===== src/rtl/setassoc_pkg.sv =====
package setassoc_pkg;
  typedef enum logic {
    REPL_PLRU = 1'b0,
    REPL_LFSR = 1'b1
  } repl_e;
endpackage


===== src/rtl/setassoc_way.sv =====
module setassoc_way #(
  parameter int SETS  = 16,
  parameter int ENT_W = 8,
  localparam int SET_W = $clog2(SETS)
) (
  input  logic             clk_i,
  input  logic             rst_ni,
  input  logic             we_i,
  input  logic [SET_W-1:0] set_i,
  input  logic [ENT_W-1:0] wdata_i,
  output logic [ENT_W-1:0] rdata_o
);
  logic [ENT_W-1:0] mem_q [SETS];

  always_ff @(posedge clk_i or negedge rst_ni) begin
    if (!rst_ni) begin
      for (int s = 0; s < SETS; s++) mem_q[s] <= '0;
    end else if (we_i) begin
      mem_q[set_i] <= wdata_i;
    end
  end

  assign rdata_o = mem_q[set_i];
endmodule


===== src/rtl/setassoc_plru.sv =====
module setassoc_plru #(
  parameter int SETS = 16,
  parameter int WAYS = 4,
  localparam int SET_W = $clog2(SETS),
  localparam int WAY_W = $clog2(WAYS),
  localparam int NODES = WAYS - 1
) (
  input  logic             clk_i,
  input  logic             rst_ni,
  input  logic [SET_W-1:0] set_i,
  input  logic             upd_i,
  input  logic [WAY_W-1:0] upd_way_i,
  output logic [WAY_W-1:0] victim_o
);
  logic [NODES-1:0] tree_q [SETS];
  logic [NODES-1:0] cur, nxt;

  assign cur = tree_q[set_i];

  // walk from root following pointer bits
  always_comb begin
    logic [WAY_W-1:0] idx;
    idx      = '0;
    victim_o = '0;
    for (int l = 0; l < WAY_W; l++) begin
      victim_o[WAY_W-1-l] = cur[idx];
      idx = (idx << 1) + WAY_W'(1) + WAY_W'(cur[idx]);
    end
  end

  // point every node on the accessed path away from it
  always_comb begin
    logic [WAY_W-1:0] idx;
    logic             b;
    idx = '0;
    nxt = cur;
    for (int l = 0; l < WAY_W; l++) begin
      b        = upd_way_i[WAY_W-1-l];
      nxt[idx] = ~b;
      idx      = (idx << 1) + WAY_W'(1) + WAY_W'(b);
    end
  end

  always_ff @(posedge clk_i or negedge rst_ni) begin
    if (!rst_ni) begin
      for (int s = 0; s < SETS; s++) tree_q[s] <= '0;
    end else if (upd_i) begin
      tree_q[set_i] <= nxt;
    end
  end
endmodule


===== src/rtl/setassoc_lfsr.sv =====
module setassoc_lfsr #(
  parameter int                WAYS   = 4,
  parameter int                LFSR_W = 8,
  // bit k set = exponent k present; exponent 0 is implicit
  parameter logic [LFSR_W:0]   TAPS   = 9'b1_0111_0001,
  parameter logic [LFSR_W-1:0] SEED   = 8'h01,
  localparam int WAY_W = $clog2(WAYS)
) (
  input  logic             clk_i,
  input  logic             rst_ni,
  input  logic             step_i,
  output logic [WAY_W-1:0] victim_o
);
  logic [LFSR_W-1:0] state_q;
  logic              fb;

  assign fb       = ^(state_q & TAPS[LFSR_W:1]);
  assign victim_o = state_q[WAY_W-1:0];

  always_ff @(posedge clk_i or negedge rst_ni) begin
    if (!rst_ni)     state_q <= SEED;
    else if (step_i) state_q <= {state_q[LFSR_W-2:0], fb};
  end
endmodule


===== src/rtl/setassoc_satcnt.sv =====
module setassoc_satcnt #(
  parameter int W = 16
) (
  input  logic         clk_i,
  input  logic         rst_ni,
  input  logic         inc_i,
  output logic [W-1:0] count_o
);
  always_ff @(posedge clk_i or negedge rst_ni) begin
    if (!rst_ni)                   count_o <= '0;
    else if (inc_i && !(&count_o)) count_o <= count_o + W'(1);
  end
endmodule


===== src/rtl/setassoc_store.sv =====
module setassoc_store #(
  parameter int                  WAYS   = 4,
  parameter int                  SETS   = 16,
  parameter int                  TAG_W  = 8,
  parameter int                  DATA_W = 16,
  parameter int                  CNT_W  = 16,
  parameter setassoc_pkg::repl_e POLICY = setassoc_pkg::REPL_PLRU,
  parameter int                  LFSR_W = 8,
  parameter logic [LFSR_W:0]     TAPS   = 9'b1_0111_0001,
  parameter logic [LFSR_W-1:0]   SEED   = 8'h01,
  localparam int SET_W = $clog2(SETS),
  localparam int WAY_W = $clog2(WAYS)
) (
  input  logic              clk_i,
  input  logic              rst_ni,
  input  logic              req_valid_i,
  input  logic              req_write_i,
  input  logic [SET_W-1:0]  req_set_i,
  input  logic [TAG_W-1:0]  req_tag_i,
  input  logic [DATA_W-1:0] req_data_i,
  output logic              rsp_valid_o,
  output logic              rsp_hit_o,
  output logic [WAY_W-1:0]  rsp_way_o,
  output logic [DATA_W-1:0] rsp_data_o,
  output logic [CNT_W-1:0]  hit_cnt_o,
  output logic [CNT_W-1:0]  miss_cnt_o
);
  localparam int ENT_W = TAG_W + DATA_W + 1;

  typedef struct packed {
    logic [TAG_W-1:0]  tag;
    logic [DATA_W-1:0] data;
    logic              valid;  // bit 0
  } entry_t;

  logic             rd_req, wr_en, hit_any;
  logic [WAYS-1:0]  hit_vec, we_vec;
  logic [WAY_W-1:0] hit_way, victim, acc_way;
  logic [DATA_W-1:0] hit_data;
  logic [ENT_W-1:0] rd_raw [WAYS];
  entry_t           rd_entry [WAYS];
  entry_t           wr_entry;

  assign rd_req   = req_valid_i && !req_write_i;
  assign wr_en    = req_valid_i && req_write_i;
  assign wr_entry = '{tag: req_tag_i, data: req_data_i, valid: 1'b1};
  assign acc_way  = hit_any ? hit_way : victim;

  for (genvar w = 0; w < WAYS; w++) begin : g_way
    setassoc_way #(.SETS(SETS), .ENT_W(ENT_W)) u_way (
      .clk_i   (clk_i),
      .rst_ni  (rst_ni),
      .we_i    (we_vec[w]),
      .set_i   (req_set_i),
      .wdata_i (wr_entry),
      .rdata_o (rd_raw[w])
    );
    assign rd_entry[w] = entry_t'(rd_raw[w]);
    assign hit_vec[w]  = rd_entry[w].valid && (rd_entry[w].tag == req_tag_i);
    assign we_vec[w]   = wr_en && (acc_way == WAY_W'(w));
  end

  assign hit_any = |hit_vec;

  // lowest matching way wins (duplicates cannot be created)
  always_comb begin
    hit_way  = '0;
    hit_data = '0;
    for (int w = WAYS - 1; w >= 0; w--) begin
      if (hit_vec[w]) begin
        hit_way  = WAY_W'(w);
        hit_data = rd_entry[w].data;
      end
    end
  end

  if (POLICY == setassoc_pkg::REPL_PLRU) begin : g_plru
    logic touch;
    assign touch = req_valid_i && (req_write_i || hit_any);
    setassoc_plru #(.SETS(SETS), .WAYS(WAYS)) u_repl (
      .clk_i     (clk_i),
      .rst_ni    (rst_ni),
      .set_i     (req_set_i),
      .upd_i     (touch),
      .upd_way_i (acc_way),
      .victim_o  (victim)
    );
  end else begin : g_lfsr
    logic fill;
    assign fill = wr_en && !hit_any;
    setassoc_lfsr #(.WAYS(WAYS), .LFSR_W(LFSR_W), .TAPS(TAPS), .SEED(SEED)) u_repl (
      .clk_i    (clk_i),
      .rst_ni   (rst_ni),
      .step_i   (fill),
      .victim_o (victim)
    );
  end

  always_ff @(posedge clk_i or negedge rst_ni) begin
    if (!rst_ni) begin
      rsp_valid_o <= 1'b0;
      rsp_hit_o   <= 1'b0;
      rsp_way_o   <= '0;
      rsp_data_o  <= '0;
    end else begin
      rsp_valid_o <= rd_req;
      rsp_hit_o   <= rd_req && hit_any;
      rsp_way_o   <= (rd_req && hit_any) ? hit_way : '0;
      rsp_data_o  <= (rd_req && hit_any) ? hit_data : '0;
    end
  end

  setassoc_satcnt #(.W(CNT_W)) u_hit_cnt (
    .clk_i   (clk_i),
    .rst_ni  (rst_ni),
    .inc_i   (rd_req && hit_any),
    .count_o (hit_cnt_o)
  );

  setassoc_satcnt #(.W(CNT_W)) u_miss_cnt (
    .clk_i   (clk_i),
    .rst_ni  (rst_ni),
    .inc_i   (rd_req && !hit_any),
    .count_o (miss_cnt_o)
  );
endmodule


===== config.mk =====
export PLATFORM = sky130hd
export DESIGN_NAME = setassoc_store
export DESIGN_NICKNAME = d
export VERILOG_FILES = /design/src/rtl/setassoc_pkg.sv /design/src/rtl/setassoc_way.sv /design/src/rtl/setassoc_plru.sv /design/src/rtl/setassoc_lfsr.sv /design/src/rtl/setassoc_satcnt.sv /design/src/rtl/setassoc_store.sv
export SDC_FILE = /design/constraint.sdc
export NUM_CORES = 2
export LEC_CHECK = 0
export BUFFER_PORTS_ARGS = -buffer_cell sky130_fd_sc_hd__buf_2
export CORE_UTILIZATION = 50
export CTS_CLUSTER_SIZE = 16
export DETAILED_ROUTE_END_ITERATION = 8
export PLACE_DENSITY = 0.74
export SETUP_SLACK_MARGIN = 0.05
export SLEW_MARGIN = 20
export SYNTH_ARGS = -nofsm -noshare
export SYNTH_HDL_FRONTEND = slang
export SYNTH_SLANG_ARGS = --single-unit

===== constraint.sdc =====
create_clock -name clk_i -period 10.9 [get_ports clk_i]
set_input_delay 2.18 -clock clk_i [delete_from_list [all_inputs] [get_ports clk_i]]
set_output_delay 2.18 -clock clk_i [all_outputs]
set_load 0.02 [all_outputs]

==> out/summary.txt <==
Crit-path max FO: 62
Chip height: 399 um
Num CTS Buffers: 172
GPL Wtd Cong: 0.958
Bufs on Longest Clock Path: 3
Root Driver: clkbuf_16
Cells after Synth: 4976
Core Region: 156000 um^2
Peak VDD IR: 0.000158 V
Filler cell count: 12200
Data arrival time of the worst path: 8.39 ns
CP required: 11.59 ns
First-pass GRT wire length: 301000 um
Post-CTS Setup Bufs: 0
Slew HR: 14.6%
Post-synth top cells: 1700 x dfrtp_1, 1394 x mux2_2, 440 x mux4_2
DR vias: 43900
Overall power: 0.0163 W
Slowest CP cell: nand3_2
Cell with the most instances after synthesis: dfrtp_1
Finish-stage setup viols: 0
Fmax achieved: 0.130 GHz
Critical Path, Cell by Cell: buf_8, buf_4, mux2i_1, a22o_1, a221oi_1, xnor2_1, o2111ai_1, or4_1, buf_4, o311a_2, nand3_2, mux2_2
Post-synth top area share: 54.1%
TNS Setup: 0 ns
Routed WL per cell: 27.7 um
Share of layout cells above drive strength 1: 48.3%
Cell Pwr Density: 190 nW/um^2
Clk_lat worst skew: 0.82 ns
RSZ-0062 raised after global routing: no
Synth Flop Type: dfrtp_1
Critical Path Most Common Cell: buf_4
DP HPWL: 112000 um
Final Max Tran Viols: 0
Number of global-route vias before repair: 46100
Mapped Nets: 5010
Total routed wirelength: 196000 um
TritonRoute pass-1 iters: 5
IO buf count: 83
Initial antenna violation count: 11
H-tree depth: 4
Leakage: 40.8 nW
Initial Utilization: 50.4%
Status: completed
Synth async-reset ratio: 100%
Met2 Track Usage GR: 38.9%
Setup CP Type: in -> reg
Setup WS pre-CTS: 2.44 ns
GR met1 Demand/Resource: 36.3%
Gr ovfl total: 0
Busiest grt layer: met2
Worst r2r path cells: 9
Clock sink count: 1700
Fin worst setup slack: 3.19 ns
Clk_skew: 0.0260 ns
Total track usage: 25.3%
Initial drt markers: 3721
Via density: 6.21
Core Util, Final: 55.0%
Synth Register Bits: 1700
Critical path destination: g_way[3].u_way.mem_q[313]$_DFFE_PN0P_
Critical Path Start Type: input pin
Remaining antenna violation count: 0
Area contributors post-synth: dfrtp_1 54%, mux2_2 20%, mux4_2 13%
Met3 Track Usage GR: 5.38%
Die area: 159000 um^2
Nets: 4904
CTS tree: yes
Largest net degree at the start of global routing: 185
FF-to-FF End: g_way[3].u_way.mem_q[313]$_DFFE_PN0P_
Layout overhead on the synthesized area: 9.08%
Hold slack: 0.462 ns
Register area share after synthesis: 54.1%
Residual DRC: 0
Final Critical Period: 7.71 ns
Worst slew pin tran: 1.27 ns
Num ports: 84
Die width: 399 um
Yosys warns: 0
Period Utilization, post-route: 70.7%
Clk slew on worst S/H paths: 0.06 ns
Reg2Reg Setup Slack: 5.18 ns
Hold buffer count at CTS: 0
CP startpoint: req_set_i[1]
Cell taking the most area after synthesis: dfrtp_1
Mapped Area: 78700 um^2
CTS resizes: 0
Reg-to-Reg Start: g_way[3].u_way.mem_q[143]$_DFFE_PN0P_
Post-synth EDFFs: 0
Mapped Avg Cell Area: 15.8 um^2
Final hold violations: 0
Hold Path Class: reg -> reg
CP Capture Type: flop
Max-Cap Viols: 0
Std cell rows: 145
Slowest stage delay, CP: 1.08 ns
Synth unique cells: 71
worst min-delay path by stage:
stage	slack, ns	cells past startpoint	start	to
floorplan	0.43	1	g_way[0].u_way.mem_q[25]$_DFFE_PN0P_	g_way[0].u_way.mem_q[25]$_DFFE_PN0P_
global placement	0.44	1	g_way[1].u_way.mem_q[200]$_DFFE_PN0P_	g_way[1].u_way.mem_q[200]$_DFFE_PN0P_
detailed placement	0.45	1	g_way[2].u_way.mem_q[25]$_DFFE_PN0P_	g_way[2].u_way.mem_q[25]$_DFFE_PN0P_
CTS	0.46	1	g_way[2].u_way.mem_q[25]$_DFFE_PN0P_	g_way[2].u_way.mem_q[25]$_DFFE_PN0P_
global route	0.47	1	g_way[2].u_way.mem_q[150]$_DFFE_PN0P_	g_way[2].u_way.mem_q[150]$_DFFE_PN0P_
finish	0.46	1	g_way[2].u_way.mem_q[0]$_DFFE_PN0P_	g_way[2].u_way.mem_q[0]$_DFFE_PN0P_
through the flow:
stage | cell area [um^2] | cells
after floorplan | 78700 | 4976
after global placement | 80300 | 6754
after detailed placement | 80300 | 6754
after CTS | 85800 | 7058
after global routing | 85800 | 7059
final | 85900 | 7061
critical path: cells and delay by family:
family,cells,cell delay [ns]
xor gates and xnor gates,1,0.13
buffers and inverters,3,1.59
and+or+nand+nor,2,1.25
AOI/OAI and AO/OA,4,2.33
muxes,2,0.79
state kept, by name, summed over array words and instances, names as in the netlist:
| signal | cells |
|---|---|
| rsp_hit_o | 1 |
| rsp_valid_o | 1 |
| g_way.u_way.mem_q | 1600 |
| g_plru.u_repl.tree_q | 48 |
| u_miss_cnt.count_o | 16 |
| u_hit_cnt.count_o | 16 |
| rsp_data_o | 16 |
| rsp_way_o | 2 |
power by group:
part           total (W)  switching [W]  internal (W)
clock network    0.00578        0.00248       0.00330
logic            0.00263        0.00122       0.00141
registers        0.00788       0.000506       0.00737
cell type report:
class                      instances  area, um^2  share of cell area [%]
clock inverter                    44         472                   0.549
timing repair buffer             211        1610                    1.87
inverter                          10        37.5                  0.0437
tap                             2058        2570                    3.00
multi-input combinational       2775       33600                    39.1
antenna                            3        7.51                 0.00874
sequential                      1700       42500                    49.6
clock buffer                     260        5020                    5.84
cell families (layout without fill, tap and decap cells):
family,Yosys count,in the layout,synth area share (%)
compound gates,169,169,1.56
xor+xnor,64,64,0.712
fa+ha+maj,2,2,0.0318
buf+inv,501,525,3.41
flops,1700,1700,54.1
mux,2145,2145,36.8
other cells,0,3,0
simple gates,395,395,3.41
per-layer routing:
metal / part of all wire [%] / vias up / wire, um
li1: - / 18300 / -
met1: 44 / 24000 / 85300
met2: 47 / 1254 / 91800
met3: 6.8 / 315 / 13300
met4: 2.8 / 2 / 5500
met5: 0.0066 / - / 13
cells in the final DEF, fill, tap and decap left out, types with 8 or more instances in the layout:
cell       instances
inv_1              8
nand2_1           65
a22oi_1           27
clkbuf_8          34
and3_1            29
and2_1            12
nand3_4           10
mux2_1           211
buf_2             78
nor2_1            36
clkbuf_1          52
a31o_2             8
a21oi_1           31
xnor2_1           43
clkinv_2          24
nor4_1            13
clkbuf_16        174
nand4_1           12
or2_2             37
buf_4            113
nand2b_1          35
a21o_1            13
o21ai_0           15
a22o_1            13
nor3_1            14
mux2i_1          100
mux4_2           440
nand3_1           48
xor2_1            21
dfrtp_1         1700
mux2_2          1394
nor3_4            29
a211oi_1          15
buf_12            15
o22ai_1           10
Note: power is estimated with default switching activity, not from simulation.
